<file path="config.mk">
export PLATFORM = sky130hd
export DESIGN_NAME = apwm_top
export DESIGN_NICKNAME = d
export VERILOG_FILES = /design/src/rtl/apwm_pkg.sv /design/src/rtl/apwm_regs.sv /design/src/rtl/apwm_counter.sv /design/src/rtl/apwm_wave.sv /design/src/rtl/apwm_top.sv
export SDC_FILE = /design/constraint.sdc
export NUM_CORES = 1
export LEC_CHECK = 0
export ABC_AREA = 0
export BUFFER_PORTS_ARGS = -buffer_cell sky130_fd_sc_hd__buf_2
export CORE_ASPECT_RATIO = 0.75
export CORE_MARGIN = 2
export CORE_UTILIZATION = 42
export CTS_CLUSTER_DIAMETER = 50
export CTS_CLUSTER_SIZE = 40
export DETAILED_ROUTE_END_ITERATION = 12
export HOLD_SLACK_MARGIN = 0.05
export PLACE_DENSITY = 0.62
export SKIP_CTS_REPAIR_TIMING = 1
export SYNTH_ARGS = -nofsm -noshare
export SYNTH_HDL_FRONTEND = slang
export SYNTH_SLANG_ARGS = --single-unit
</file>
<file path="constraint.sdc">
create_clock -name clk -period 4.5 [get_ports clk]
set_input_delay 0 -clock clk [delete_from_list [all_inputs] [get_ports clk]]
set_output_delay 0 -clock clk [all_outputs]
set_load 0.05 [all_outputs]
</file>
<file path="src/rtl/apwm_pkg.sv">
package apwm_pkg;
  // Byte offsets decoded by the bus side.
  localparam logic [7:0] OFS_LIVE_LEN = 8'h08;
  localparam logic [7:0] OFS_LIVE_CMP = 8'h0C;
  localparam logic [7:0] OFS_STG_LEN  = 8'h10;
  localparam logic [7:0] OFS_STG_CMP  = 8'h14;
  localparam logic [7:0] OFS_CTRL     = 8'h2A;

  localparam int CTRL_W   = 16;
  localparam int B_INVERT = 10;
  localparam int B_OUTEN  = 9;
  localparam int B_RUN    = 4;
endpackage

</file>
<file path="src/rtl/apwm_regs.sv">
module apwm_regs #(
  parameter int W  = 32,
  parameter int AW = 8
) (
  input  logic          clk,
  input  logic          rst_n,
  input  logic          we,
  input  logic [AW-1:0] addr,
  input  logic [W-1:0]  wdata,
  input  logic          rollover,
  output logic [W-1:0]  live_len,
  output logic [W-1:0]  live_cmp,
  output logic          run,
  output logic          outen,
  output logic          invert,
  output logic [W-1:0]  rdata
);
  import apwm_pkg::*;

  localparam int NREG = 2;

  logic [W-1:0]      live_q  [NREG];
  logic [W-1:0]      stg_q   [NREG];
  logic [CTRL_W-1:0] ctrl_q;
  logic              pend_q;

  // Named events for the assertions.
  logic wr_live_any, wr_stg_any, copy_evt;

  function automatic logic [AW-1:0] ofs(input logic [7:0] o);
    return AW'(o);
  endfunction

  logic [AW-1:0] live_ofs [NREG];
  logic [AW-1:0] stg_ofs  [NREG];
  assign live_ofs[0] = ofs(OFS_LIVE_LEN);
  assign live_ofs[1] = ofs(OFS_LIVE_CMP);
  assign stg_ofs[0]  = ofs(OFS_STG_LEN);
  assign stg_ofs[1]  = ofs(OFS_STG_CMP);

  assign copy_evt = rollover && pend_q;

  logic [NREG-1:0] wl, ws;
  for (genvar i = 0; i < NREG; i++) begin : g_pair
    assign wl[i] = we && (addr == live_ofs[i]);
    assign ws[i] = we && (addr == stg_ofs[i]);

    always_ff @(posedge clk or negedge rst_n) begin
      if (!rst_n) begin
        live_q[i] <= '0;
        stg_q[i]  <= '0;
      end else begin
        if (wl[i])          live_q[i] <= wdata;      // direct write wins
        else if (copy_evt)  live_q[i] <= stg_q[i];
        if (ws[i])          stg_q[i]  <= wdata;
      end
    end
  end

  assign wr_live_any = |wl;
  assign wr_stg_any  = |ws;

  always_ff @(posedge clk or negedge rst_n) begin
    if (!rst_n) begin
      ctrl_q <= '0;
      pend_q <= 1'b0;
    end else begin
      if (we && addr == ofs(OFS_CTRL)) ctrl_q <= wdata[CTRL_W-1:0];
      if (wr_stg_any)     pend_q <= 1'b1;
      else if (copy_evt)  pend_q <= 1'b0;
    end
  end

  assign live_len = live_q[0];
  assign live_cmp = live_q[1];
  assign run      = ctrl_q[B_RUN];
  assign outen    = ctrl_q[B_OUTEN];
  assign invert   = ctrl_q[B_INVERT];

  always_comb begin
    rdata = '0;
    for (int i = 0; i < NREG; i++) begin
      if (addr == live_ofs[i]) rdata = live_q[i];
      if (addr == stg_ofs[i])  rdata = stg_q[i];
    end
    if (addr == ofs(OFS_CTRL)) rdata = W'(ctrl_q);
  end

  // a pending stage reaches the live length at rollover
  a_r7_copy: assert property (@(posedge clk) disable iff (!rst_n)
    (copy_evt && !wl[0]) |=> live_q[0] == $past(stg_q[0]));
  // rollover with nothing staged keeps the live length
  a_r8_keep: assert property (@(posedge clk) disable iff (!rst_n)
    (rollover && !pend_q && !wr_live_any) |=> $stable(live_q[0]));
  // a direct write lands on the next clock
  a_r9_direct: assert property (@(posedge clk) disable iff (!rst_n)
    wl[1] |=> live_q[1] == $past(wdata));
endmodule

</file>
<file path="src/rtl/apwm_counter.sv">
module apwm_counter #(
  parameter int W = 32
) (
  input  logic         clk,
  input  logic         rst_n,
  input  logic         run,
  input  logic [W-1:0] len,
  output logic [W-1:0] cnt,
  output logic         rollover
);
  // A length of 0 is treated as 1.
  function automatic logic [W-1:0] top_of(input logic [W-1:0] l);
    return (l == '0) ? W'(1) : l;
  endfunction

  logic [W-1:0] cnt_q;
  assign rollover = run && (cnt_q >= top_of(len));
  assign cnt = cnt_q;

  always_ff @(posedge clk or negedge rst_n) begin
    if (!rst_n)        cnt_q <= '0;
    else if (rollover) cnt_q <= '0;
    else if (run)      cnt_q <= cnt_q + W'(1);
  end

  // halted counter holds
  a_r3_hold: assert property (@(posedge clk) disable iff (!rst_n)
    !run |=> $stable(cnt_q));
  // rollover returns to zero
  a_r3_wrap: assert property (@(posedge clk) disable iff (!rst_n)
    rollover |=> cnt_q == '0);
  // otherwise steps by one
  a_r3_step: assert property (@(posedge clk) disable iff (!rst_n)
    (run && !rollover) |=> cnt_q == $past(cnt_q) + W'(1));
endmodule

</file>
<file path="src/rtl/apwm_wave.sv">
module apwm_wave #(
  parameter int W = 32
) (
  input  logic         clk,
  input  logic         rst_n,
  input  logic [W-1:0] cnt,
  input  logic [W-1:0] cmp,
  input  logic         outen,
  input  logic         invert,
  output logic         pwm_out
);
  function automatic logic level(input logic [W-1:0] c, input logic [W-1:0] k,
                                 input logic inv);
    return (c < k) ^ inv;
  endfunction

  logic out_q;
  always_ff @(posedge clk or negedge rst_n) begin
    if (!rst_n) out_q <= 1'b0;
    else        out_q <= outen && level(cnt, cmp, invert);
  end
  assign pwm_out = out_q;

  // gated output is low
  a_r6_gate_low: assert property (@(posedge clk) disable iff (!rst_n)
    !outen |=> !out_q);
  // zero compare in normal polarity gives low
  a_r4_zero_cmp: assert property (@(posedge clk) disable iff (!rst_n)
    (outen && !invert && cmp == '0) |=> !out_q);
  // zero compare inverted gives high
  a_r5_zero_inv: assert property (@(posedge clk) disable iff (!rst_n)
    (outen && invert && cmp == '0) |=> out_q);
endmodule

</file>
<file path="src/rtl/apwm_top.sv">
module apwm_top #(
  parameter int W  = 32,
  parameter int AW = 8
) (
  input  logic          clk,
  input  logic          rst_n,
  input  logic          bus_we,
  input  logic [AW-1:0] bus_addr,
  input  logic [W-1:0]  bus_wdata,
  output logic [W-1:0]  bus_rdata,
  output logic          pwm_out
);
  logic [W-1:0] live_len, live_cmp, cnt;
  logic run, outen, invert, rollover;

  apwm_regs #(.W(W), .AW(AW)) u_regs (
    .clk(clk), .rst_n(rst_n), .we(bus_we), .addr(bus_addr), .wdata(bus_wdata),
    .rollover(rollover), .live_len(live_len), .live_cmp(live_cmp),
    .run(run), .outen(outen), .invert(invert), .rdata(bus_rdata));

  apwm_counter #(.W(W)) u_cnt (
    .clk(clk), .rst_n(rst_n), .run(run), .len(live_len),
    .cnt(cnt), .rollover(rollover));

  apwm_wave #(.W(W)) u_wave (
    .clk(clk), .rst_n(rst_n), .cnt(cnt), .cmp(live_cmp),
    .outen(outen), .invert(invert), .pwm_out(pwm_out));

  // a zero length never lets the counter pass 1
  a_r10_min_len: assert property (@(posedge clk) disable iff (!rst_n)
    (run && live_len == '0 && cnt <= W'(1)) |=> cnt <= W'(1));
endmodule

</file>
==> run metrics <==
I/O pin count=76; Vert. Die Dim=approximately 140 microns; Layout area overhead=16.6%; power density over the cells=a little over 300 nW/um^2; Syn Std Cell Area=about 10000 sq um; fmax=0.241 GHz; clock root cell=sky130_fd_sc_hd__clkbuf_16; wire length per cell=a little under 20 microns; Post-synth EDFFs=0; critical path peak fanout=39; logic gate share of total power=slightly above 8%; net count of the mapped netlist=between 1000 and 1500; kind of end point of the critical path=flop; full die area=25800 sq um; LEAKAGE=between 6 and 7 nW; setup TNS=0 ns; most area-consuming cells after synthesis=sky130_fd_sc_hd__dfrtp_1 43%, sky130_fd_sc_hd__mux2_2 8.7%, sky130_fd_sc_hd__ha_1 7.8%; post-synth top area cell=sky130_fd_sc_hd__dfrtp_1; number of rows in the core area=49; clock tree from TritonCTS=yes; Starting DRT DRC Count=between 700 and 800; most common cell after layout, fill and taps aside=sky130_fd_sc_hd__dfrtp_1; switching power summed over all nets=0.933 mW; Final setup viols=0; most used flip-flop cell after synthesis=sky130_fd_sc_hd__dfrtp_1; switching part of the total power=about 25%; data required time of the worst path=4.83 ns; DRT antenna net count=0; arrival time reported for the critical path endpoint=between 4 and 5 ns; tightest slew margin relative to the limit=a little under a third; unrepaired setup endpoints after global routing=no; count of input and output buffers=75; standard cell core area=~24000 sq um; routability cong.=between 0.9 and 1; leftover overflow at the end of global routing=0; fraction of final layout cells with drive strength greater than 1=19.1%; Global Route Usage Sum=about a quarter; routed via count=between 8000 and 9000; share of synthesized flip-flops with an asynchronous set or reset=100%; final clock skew=0.0119 ns; global-route wire length before repair=just under 50000 microns; area of placed instances=11000 sq um; number of remaining DRC errors=0; number of nets at the end of the flow=between 1000 and 1500; cell count after placement=approximately 1400; fin cells=around 1500; depth of the worst register-to-register path=11; dpl hpwl=just under 20000 microns; count of different cell masters after synthesis=54; slew at the pin closest to its max-slew limit=roughly 1.0 ns; most frequent cells in the layout=178 x sky130_fd_sc_hd__dfrtp_1, 107 x sky130_fd_sc_hd__o21ai_0, 105 x sky130_fd_sc_hd__nor2_1; cell count after synthesis=1081; startpoint of the worst register-to-register path=u_regs.live_len[24]; vias in the first global route=between 8000 and 9000; DR vias/cell=about 5.8; Die Wd=about 180 microns; clock net sink count=178; final worst path period share=92.1%; final-report max-slew violation count=0; Fillers=~2200; number of antenna violations at the first check in global routing=0; time the final worst path needs with I/O delays and setup=between 4 and 5 ns; maximum buffer depth of the clock tree=2; clock buffer count from CTS=17; warnings from Yosys=0; clock power share=around 45%; share of synthesized area occupied by flip-flops and latches=between 40% and 50%; Critical Path Start Type=flop; post-CTS clock slew at the launch and capture registers of the worst setup and hold paths=0.07 ns; pin count of the biggest net entering global routing=95; ant diodes=0; number of H-tree levels=4; max-capacitance violation count=0; Yosys reg bits=178; maximum resistive drop on vdd=between 200 and 250 uV; worst skew pair latency=0.43 ns; worst min-delay path category=in2async; crit path kind=reg2reg; worst r2r dst=u_regs.live_len[18]; Initial DRT Pass Iterations=5; Initial Util=42.9%; final number of hold-violating endpoints=0; share of total power in sequential cells=between 40 and 50%; fraction of post-synthesis cell area in the top cell type by area=43.2%; R2R Setup Slk=between 0.3 and 0.4 ns; result of the run=finished clean; post-route standard cell area excluding fillers=12000 sq um; Avg Cell Area, Syn=approximately 9.5 sq um; final WL=around 30000 microns; Pint=roughly 2.8 mW
-- worst max-delay path: stages, from the launching register on --
cell                        delay (ns)
sky130_fd_sc_hd__dfrtp_1          0.42
sky130_fd_sc_hd__nor4_1           0.59
sky130_fd_sc_hd__nand4_1          0.22
sky130_fd_sc_hd__o21bai_1         0.27
sky130_fd_sc_hd__ha_1             0.16
sky130_fd_sc_hd__nand2b_1         0.09
sky130_fd_sc_hd__a2111oi_0        0.09
sky130_fd_sc_hd__o32a_1           0.40
sky130_fd_sc_hd__a211oi_4         0.88
sky130_fd_sc_hd__buf_4            0.54
sky130_fd_sc_hd__o21ai_0          0.15
sky130_fd_sc_hd__a31oi_1          0.20
-- logic make-up (layout without fill, tap and decap cells) --
family / after synthesis / count (layout) / synth area share (%)
XOR/XNOR: 28 / 28 / 2.38
multiplexers: 114 / 114 / 12.0
buffers and inverters: 136 / 231 / 5.24
adder cells (fa/ha/maj): 64 / 64 / 7.76
AND/OR/NAND/NOR: 305 / 305 / 14.1
flip-flops: 178 / 178 / 43.2
AO/OA/AOI/OAI: 256 / 256 / 15.3
-- Yosys cell counts (all sizes together) (2+ instances only) --
cell and count:
a221o 16, o2bb2ai 3, nand4 20, nor3 8
buf 21, dfrtp 178, xor2 13, mux2i 34
a211oi 4, nor4 13, a21oi 27, and4 6
o21ai 107, xnor2 15, nor2 105, ha 64
a21o 4, or2 2, nand3 79, clkbuf 44
mux2 80, or3 3, a22oi 17, inv 71
o21a 3, a31oi 65, nand2 55, nand2b 4
and3 2
-- flip-flops by register name, indices dropped and copies added (netlist names) --
signal / flops
u_regs.pend_q: 1
u_regs.live_cmp: 32
u_cnt.cnt: 32
u_regs.ctrl_q: 16
u_regs.live_len: 32
u_regs.stg_q: 64
u_wave.pwm_out: 1
-- power by group through the flow --
stage | clock network [mW] | registers, mW | logic (mW)
2_1_floorplan | 0 | 1.75 | 0.169
3_3_place_gp | 0 | 1.78 | 0.271
3_5_place_dp | 0 | 1.78 | 0.279
4_1_cts | 1.68 | 1.75 | 0.284
5_1_grt | 1.74 | 1.76 | 0.343
6_report | 1.66 | 1.75 | 0.305
-- area by class of cell --
cell class	count	area (sq um)	area share (%)
inverters	71	267	2.22
multi-input cells	767	5370	44.7
clock inverters	12	193	1.60
well taps	331	414	3.45
repair buffers	129	872	7.25
flip-flops and latches	178	4450	37.1
clock buffers	19	453	3.77
-- metal layers --
layer	part of all wire, %	routed length, microns	GRT usage, %
met3	5.8	1720	3.48
met2	44	13100	35.0
met1	49	14600	36.4
met5	0	0	0
met4	1.6	470	6.68
-- worst max path at each step --
stage | start | endpoint | depth (start not counted) | slack [ns]
floorplan | u_regs.live_len[24] | u_regs.live_cmp[10] | 12 | 1.69
global placement | u_regs.live_len[24] | u_regs.live_len[3] | 11 | 0.46
detailed placement | u_regs.live_len[24] | u_regs.live_len[18] | 11 | 0.45
CTS | u_regs.live_len[24] | u_regs.live_len[18] | 11 | 0.41
global route | u_regs.live_len[0] | u_regs.live_len[18] | 11 | 0.14
finish | u_regs.live_len[24] | u_regs.live_len[18] | 11 | 0.36
-- metrics by stage --
stage / util [%] / power [mW] / worst slack, ns / hold slack (ns)
global placement: 45.9 / 2.05 / 0.459 / 0.175
finish: 50.0 / 3.71 / 0.357 / 0.261
floorplan: - / 1.92 / 1.69 / -0.296
CTS: 48.6 / 3.71 / 0.414 / -0.290
detailed placement: 45.9 / 2.06 / 0.448 / 0.172
global route: 50.0 / 3.85 / 0.142 / 0.363
Power figures use the tool's default switching activity.
